===== src/rtl/ovl_pkg.sv =====
package ovl_pkg;
  typedef enum logic [1:0] {
    MASK_NONE  = 2'd0,
    MASK_ALL   = 2'd1,
    MASK_PWM   = 2'd2,
    MASK_HALF  = 2'd3
  } mask_sel_e;

  typedef enum logic {
    ST_IDLE = 1'b0,
    ST_PROT = 1'b1
  } guard_st_e;
endpackage


===== src/rtl/ovl_sampler.sv =====
module ovl_sampler #(
  parameter int PRESC_W = 4,
  parameter int CNT_W   = 4
) (
  input  logic               clk_i,
  input  logic               rst_ni,
  input  logic               en_i,
  input  logic               hold_i,
  input  logic [PRESC_W-1:0] presc_i,
  input  logic [CNT_W-1:0]   need_i,
  input  logic               ovl_i,
  output logic               hit_o
);
  localparam int CW1 = CNT_W + 1;

  logic [PRESC_W-1:0] pc_q;
  logic [CNT_W-1:0]   cnt_q;
  logic               tick;
  logic [CW1-1:0]     cnt_inc;
  logic [CW1-1:0]     need_eff;

  assign tick     = (pc_q >= presc_i);
  assign cnt_inc  = {1'b0, cnt_q} + CW1'(1);
  assign need_eff = (need_i == '0) ? CW1'(1) : {1'b0, need_i};
  assign hit_o    = en_i && !hold_i && tick && ovl_i && (cnt_inc >= need_eff);

  always_ff @(posedge clk_i or negedge rst_ni) begin
    if (!rst_ni) begin
      pc_q <= '0;
    end else if (!en_i) begin
      pc_q <= '0;
    end else begin
      pc_q <= tick ? '0 : pc_q + PRESC_W'(1);
    end
  end

  always_ff @(posedge clk_i or negedge rst_ni) begin
    if (!rst_ni) begin
      cnt_q <= '0;
    end else if (!en_i || hold_i || hit_o) begin
      cnt_q <= '0;
    end else if (tick) begin
      cnt_q <= ovl_i ? cnt_inc[CNT_W-1:0] : '0;
    end
  end
endmodule


===== src/rtl/ovl_phase_mask.sv =====
module ovl_phase_mask
  import ovl_pkg::*;
#(
  parameter int NUM_PHASES = 6
) (
  input  logic                  active_i,
  input  logic [1:0]            sel_i,
  input  logic                  half_sel_i,
  input  logic [NUM_PHASES-1:0] pwm_mode_i,
  output logic [NUM_PHASES-1:0] mask_o
);
  localparam int HALF = NUM_PHASES / 2;

  for (genvar g = 0; g < NUM_PHASES; g++) begin : g_ph
    localparam bit IS_UPPER = (g < HALF);
    logic sel_bit;
    always_comb begin
      unique case (mask_sel_e'(sel_i))
        MASK_NONE: sel_bit = 1'b0;
        MASK_ALL:  sel_bit = 1'b1;
        MASK_PWM:  sel_bit = pwm_mode_i[g];
        MASK_HALF: sel_bit = IS_UPPER ? !half_sel_i : half_sel_i;
        default:   sel_bit = 1'b0;
      endcase
    end
    assign mask_o[g] = active_i & sel_bit;
  end
endmodule


===== src/rtl/ovl_guard.sv =====
module ovl_guard
  import ovl_pkg::*;
#(
  parameter int NUM_PHASES = 6,
  parameter int PRESC_W    = 4,
  parameter int CNT_W      = 4
) (
  input  logic                  clk_i,
  input  logic                  rst_ni,
  input  logic                  en_i,
  input  logic [PRESC_W-1:0]    presc_i,
  input  logic [CNT_W-1:0]      qual_len_i,
  input  logic [1:0]            mask_sel_i,
  input  logic                  half_sel_i,
  input  logic [NUM_PHASES-1:0] pwm_mode_i,
  input  logic                  halt_en_i,
  input  logic                  ovl_i,
  input  logic                  sw_rec_i,
  input  logic                  pwm_rec_en_i,
  input  logic                  tmr_rec_en_i,
  input  logic                  pwm_sync_i,
  input  logic                  tmr_sync_i,
  output logic                  ovl_active_o,
  output logic [NUM_PHASES-1:0] phase_off_o,
  output logic                  cnt_halt_o
);
  guard_st_e st_q, st_d;
  logic      arm_q, arm_d;
  logic      hit;
  logic      sync_ev;
  logic      prot;

  assign prot    = (st_q == ST_PROT);
  assign sync_ev = (pwm_rec_en_i && pwm_sync_i) || (tmr_rec_en_i && tmr_sync_i);

  ovl_sampler #(.PRESC_W(PRESC_W), .CNT_W(CNT_W)) u_smp (
    .clk_i   (clk_i),
    .rst_ni  (rst_ni),
    .en_i    (en_i),
    .hold_i  (prot),
    .presc_i (presc_i),
    .need_i  (qual_len_i),
    .ovl_i   (ovl_i),
    .hit_o   (hit)
  );

  always_comb begin
    st_d  = st_q;
    arm_d = arm_q;
    if (!en_i) begin
      st_d  = ST_IDLE;
      arm_d = 1'b0;
    end else if (!prot) begin
      arm_d = 1'b0;
      if (hit) st_d = ST_PROT;
    end else begin
      // software wins; sync needs a prior low sample of ovl_i
      if (sw_rec_i || (arm_q && sync_ev)) begin
        st_d  = ST_IDLE;
        arm_d = 1'b0;
      end else if (!ovl_i) begin
        arm_d = 1'b1;
      end
    end
  end

  always_ff @(posedge clk_i or negedge rst_ni) begin
    if (!rst_ni) begin
      st_q  <= ST_IDLE;
      arm_q <= 1'b0;
    end else begin
      st_q  <= st_d;
      arm_q <= arm_d;
    end
  end

  ovl_phase_mask #(.NUM_PHASES(NUM_PHASES)) u_mask (
    .active_i   (prot),
    .sel_i      (mask_sel_i),
    .half_sel_i (half_sel_i),
    .pwm_mode_i (pwm_mode_i),
    .mask_o     (phase_off_o)
  );

  assign ovl_active_o = prot;
  assign cnt_halt_o   = prot & halt_en_i;
endmodule


===== config.mk =====
export PLATFORM = sky130hd
export DESIGN_NAME = ovl_guard
export DESIGN_NICKNAME = d
export VERILOG_FILES = /design/src/rtl/ovl_pkg.sv /design/src/rtl/ovl_sampler.sv /design/src/rtl/ovl_phase_mask.sv /design/src/rtl/ovl_guard.sv
export SDC_FILE = /design/constraint.sdc
export NUM_CORES = 1
export LEC_CHECK = 0
export BUFFER_PORTS_ARGS = -buffer_cell sky130_fd_sc_hd__buf_4
export CORE_ASPECT_RATIO = 0.7
export CORE_MARGIN = 2
export CORE_UTILIZATION = 42
export CTS_CLUSTER_DIAMETER = 50
export CTS_CLUSTER_SIZE = 20
export DETAILED_ROUTE_END_ITERATION = 8
export GPL_ROUTABILITY_DRIVEN = 0
export GPL_TIMING_DRIVEN = 1
export PLACE_DENSITY = 0.72
export SYNTH_ARGS = -nofsm -noshare
export SYNTH_HDL_FRONTEND = slang
export SYNTH_SLANG_ARGS = --single-unit

===== constraint.sdc =====
create_clock -name clk_i -period 2 [get_ports clk_i]
set_clock_uncertainty 0.2 [all_clocks]
set_input_delay 0.4 -clock clk_i [delete_from_list [all_inputs] [get_ports clk_i]]
set_output_delay 0.4 -clock clk_i [all_outputs]
set_load 0.005 [all_outputs]

After elaboration in Yosys (flattened, before gate mapping)
Cells that the tools add are included.

Output and inout port bits: 8. Bits of input ports: 27. Bits in registers: 10.

Bitwise operators: 7. Magnitude comparators: 2. Equal/unequal tests: 4. Reduce and logical (&&, ||, !) cells: 17. Mux-type cells: 20. Add/subtract/negate cells: 2.

Operators with widths (count): 2-to-1 mux 4 bit (6); one-hot mux 1 bit (4 select lines) (6); 2-to-1 mux 1 bit (8); bitwise AND 1 bit (7); logical AND 1 bit (7); adder 4 x 1 -> 5 bit (second input constant) (1); greater-or-equal comparator 5 bit (1); adder 4 x 1 -> 4 bit (second input constant) (1); equality test 2 bit (second input constant) (2); greater-or-equal comparator 4 bit (1); zero test 4 bit (1); logical OR 1 bit (4); inequality test 4 x 3 -> 1 bit (second input constant) (1); zero test 1 bit (3); equality test 2 x 1 -> 1 bit (second input constant) (1); zero test 2 bit (1); nonzero test 2 bit (1).

Logic depth before layout (Yosys ltp)
Depth in word-level cells: 8. Depth in mapped cells: 8.

Hierarchy
Synthesis repeated with hierarchy kept, for this count alone.

Cell total of the unflattened synthesis: 91. Area, all modules: 824.5 sq um.

Modules (own cells, without submodules): ovl_sampler (instances 1, sequential area each 200.2 sq um, area an instance 629.4 sq um, cells an instance 65); ovl_guard (instances 1, sequential area each 50.0 sq um, area an instance 110.1 sq um, cells an instance 10); ovl_phase_mask (instances 1, sequential area each 0.0 sq um, area an instance 85.1 sq um, cells an instance 16).

Least setup slack after synthesis
No wires, ideal clock.

Path kind: input -> register. Start point: input qual_len_i[2]. End point: register u_smp.cnt_q[2]. Buffers on the path: 0. Data required time: 1722 ps. Stages on the path: 8. Arrival: 1813 ps. Slack: -91 ps. Path through: inv_1 -> a31o_2 -> ha_1 -> nand2b_4 -> a211o_1 -> a21oi_1 -> nand4b_1 -> a21oi_1.

Word-level cells in the longest chain between the ends: 6. Elaborated cells on any way between the ends: 7. Those cells by class: order compare (1); mux (2); reduce/logical (4).

RTL lines: start, declared (RTL line ovl_guard.sv:12) `input logic [CNT_W-1:0] qual_len_i,`; zero test 4 bit (RTL line ovl_sampler.sv:24) `assign need_eff = (need_i == '0) ? CW1'(1) : {1'b0, need_i};`; 2-to-1 mux 4 bit * (RTL line ovl_sampler.sv:24); greater-or-equal comparator 5 bit * (RTL line ovl_sampler.sv:25) `assign hit_o = en_i && !hold_i && tick && ovl_i && (cnt_inc >= need_eff);`; logical AND 1 bit * (RTL line ovl_sampler.sv:25); logical OR 1 bit * (RTL line ovl_sampler.sv:40) `end else if (!en_i || hold_i || hit_o) begin`; 2-to-1 mux 4 bit or nonzero test 2 bit (tied branches); end signal, assigned (RTL line ovl_sampler.sv:43) `cnt_q <= ovl_i ? cnt_inc[CNT_W-1:0] : '0;`; end, declared (RTL line ovl_sampler.sv:17) `logic [CNT_W-1:0] cnt_q;`.

Mark *: on every way between the ends. The rest lies on a longest branch, timed or not. A chain may end at the register's enable or synchronous reset.

Worst setup path in the final report
Start point: register u_smp.cnt_q[0]. End point: register u_smp.cnt_q[1].

Word-level cells in the longest chain between the ends: 5. Elaborated cells on any way between the ends: 8. Those cells by class: add/sub (1); order compare (1); mux (3); reduce/logical (3).

RTL lines: adder 4 x 1 -> 5 bit * (RTL line ovl_sampler.sv:23) `assign cnt_inc = {1'b0, cnt_q} + CW1'(1);`; greater-or-equal comparator 5 bit (RTL line ovl_sampler.sv:25); logical AND 1 bit (RTL line ovl_sampler.sv:25); logical OR 1 bit (RTL line ovl_sampler.sv:40); 2-to-1 mux 4 bit or nonzero test 2 bit (tied branches).

Mark *: on every way between the ends. The rest lies on a longest branch, timed or not. The select of a mux whose other input is x is not followed.

==> flow_metrics.tcl <==
set metrics [dict create \
    period_share_pct 99.1 \
    num_vias 846 \
    area_delta_synth_final_pct 66.1 \
    drive_above_1_share_pct 50.3 \
    syn_nets 131 \
    synth-edff-count 0 \
    cp_common_cell "ha_4" \
    grt_max_degree 11 \
    start_util_pct 44.3 \
    pre_cts_ws_ps -169 \
    final_hold_viol_count 0 \
    total_power_mw 0.590 \
    slew-limit-headroom_pct 75.6 \
    cts_root_buf "clkbuf_4" \
    synth_cell_types 29 \
    power.static_leakage_nw 0.685 \
    die_x_um 56.9 \
    cts_tree "built" \
    min_path_type "primary input to flip-flop" \
    rrSetupSlack_ps 20 \
    path_cells "ha_4, ha_4, a211o_4, a21oi_4, nand3_1, a21oi_2" \
    critPathCaptureType "flip-flop" \
    via_per_inst 5.07 \
    fp.coreArea_um2 1850 \
    gr-total-overflow 0 \
    drc 0 \
    ios 35 \
    status "completed" \
    worstPathRequired_ps 1990 \
    wl_mm 2.06 \
    synth_area_um2 822 \
    first_pass_iters 3 \
    setup_slack_ps 18.4 \
    antenna_cells 0 \
    syn_inst 94 \
    ir_worst_vdd_mv 0.463 \
    clock_sinks 10 \
    worstPathArrival_ps 1980 \
    fmax_ghz 0.505 \
    grt_pass1_wl_mm 3.40 \
    path_clk_slew_ps 60 \
    numCtsBuffers 3 \
    rows 13 \
    layout_min_cycle_time_ps 1980 \
    path_max_fanout 4 \
    postSynthAreaPerCell_um2 8.75 \
    seq_area_frac_synth_pct 30.4 \
    clockBufferDepth 2 \
    critPathKind "flip-flop to flip-flop" \
    cts_htree_levels 1 \
    p_per_area_nw_per_um2 432 \
    finalMaxSlewViolations 0 \
    routedWlPerCell_um 12.3 \
    grt_pass1_vias 813 \
    antenna_found_initial 0 \
    grt_usage_pct 19.5 \
    worstMarginPinSlew_ps 364 \
    critPathSlowestCell "dfrtp_1" \
    clk_latency_ps 260 \
    final_antenna_net_count 0 \
    cp_slowest_stage_delay_ps 420 \
    fillers 147 \
    io_buffers 34 \
    ys_ff_latch 10 \
    ys_warn_count 0 \
    rsz0062_at_grt "true" \
    hpwlAfterDp_mm 1.60 \
    nets 183 \
    fp.dieH_um 41.0 \
    drv_cap 0 \
    cp-start-kind "flip-flop" \
    dieArea_um2 2330 \
    synth_ff_type "dfrtp_1" \
    async_flop_share_pct 100 \
    setup_viol 0 \
    first_iter_violations 15 \
]
cell families after synthesis:
family / count (synthesis) / share of synthesized area [%]
and+or+nand+nor: 36 / 21.9
AOI/OAI and AO/OA: 23 / 22.2
buffers and inverters: 11 / 5.94
adders and majority gates: 10 / 15.2
DFF: 10 / 30.4
xor gates and xnor gates: 4 / 4.26
final timing paths:
path | endpoint | cells after the start | start
setup / recovery | u_smp.cnt_q[1] | 6 | u_smp.cnt_q[0]
hold / removal | arm_q | 2 | ovl_i
setup reg to reg | u_smp.cnt_q[1] | 6 | u_smp.cnt_q[0]
hold reg to reg | arm_q | 2 | arm_q
max in group asynchronous | u_smp.cnt_q[2] | 2 | rst_ni
min in group asynchronous | u_smp.pc_q[3] | 2 | rst_ni
timing repair:
| action | 4_1_cts | 5_1_grt |
|---|---|---|
| endpoints found under the setup margin | 4 | 9 |
| hold buffers | 1 | 0 |
| gates resized for setup | 9 | 10 |
| pin swaps | 5 | 6 |
| hold endpoints to repair | 10 | 0 |
| buffers inserted | 6 | 0 |
power breakdown:
| part | leakage, nW | internal [mW] | switching [mW] |
|---|---|---|---|
| registers | 0.136 | 0.211 | 0.00912 |
| logic | 0.528 | 0.110 | 0.0802 |
| clock network | 0.0210 | 0.111 | 0.0692 |
cell usage after synthesis, types with 2 or more instances:
library cell | n | share of area, %
nand2_1 | 16 | 7.3
inv_1 | 10 | 4.6
a21boi_0 | 7 | 6.4
nand2b_4 | 2 | 3.3
ha_1 | 10 | 15
nor2_1 | 7 | 3.2
xor2_1 | 2 | 2.1
dfrtp_1 | 10 | 30
o21a_1 | 2 | 1.8
xnor2_1 | 2 | 2.1
nand3_1 | 4 | 2.4
a21oi_1 | 5 | 3.0
through the flow:
stage | std cells | hold slack [ps] | cell area, um2 | utilization (%) | TNS (ps)
global route | 167 | 164 | 1370 | 73.6 | -109
global placement | 156 | 33.4 | 1170 | 63.0 | -600
finish | 167 | 144 | 1370 | 73.6 | 0
detailed placement | 156 | 36.5 | 1170 | 63.0 | -903
floorplan | 94 | -95.6 | 843 | - | -19.5
CTS | 167 | 137 | 1310 | 70.6 | -12.4
flip-flops by register name, summed over array words and instances (netlist names):
register / cells
ovl_active_o: 1
arm_q: 1
u_smp.pc_q: 4
u_smp.cnt_q: 4
cell type report:
cell class	count	area (um2)	share of cell area, %
Clock buffer	4	36.3	2.66
Tap cell	22	27.5	2.02
Inverter	10	37.5	2.75
Sequential cell	10	251	18.4
Multi-Input combinational cell	73	646	47.3
Timing Repair Buffer	48	367	26.9
worst max-delay path, delay by kind of cell, from the launching register on:
family | cells | cell delay, ps
AO/OA/AOI/OAI | 3 | 680
AND/OR/NAND/NOR | 1 | 130
flip-flops | 1 | 420
adder cells (fa/ha/maj) | 2 | 480
layer usage:
metal	GRT usage [%]	wire length, um	up-vias
met5	0	0	-
met4	1.16	0	0
met3	6.31	111	0
met2	37.2	1050	24
met1	23.3	891	397
li1	-	-	425
layout by cell type, fill, tap and decap left out, types with 2 or more instances in the layout:
master / n
a21boi_0: 7
a21oi_1: 2
a21oi_2: 2
buf_4: 46
clkbuf_4: 3
dfrtp_1: 9
ha_1: 5
ha_2: 2
ha_4: 3
inv_1: 10
nand2_1: 15
nand2b_4: 2
nand3_1: 3
nor2_1: 7
xor2_1: 2
(Power assumes the default switching activity.)
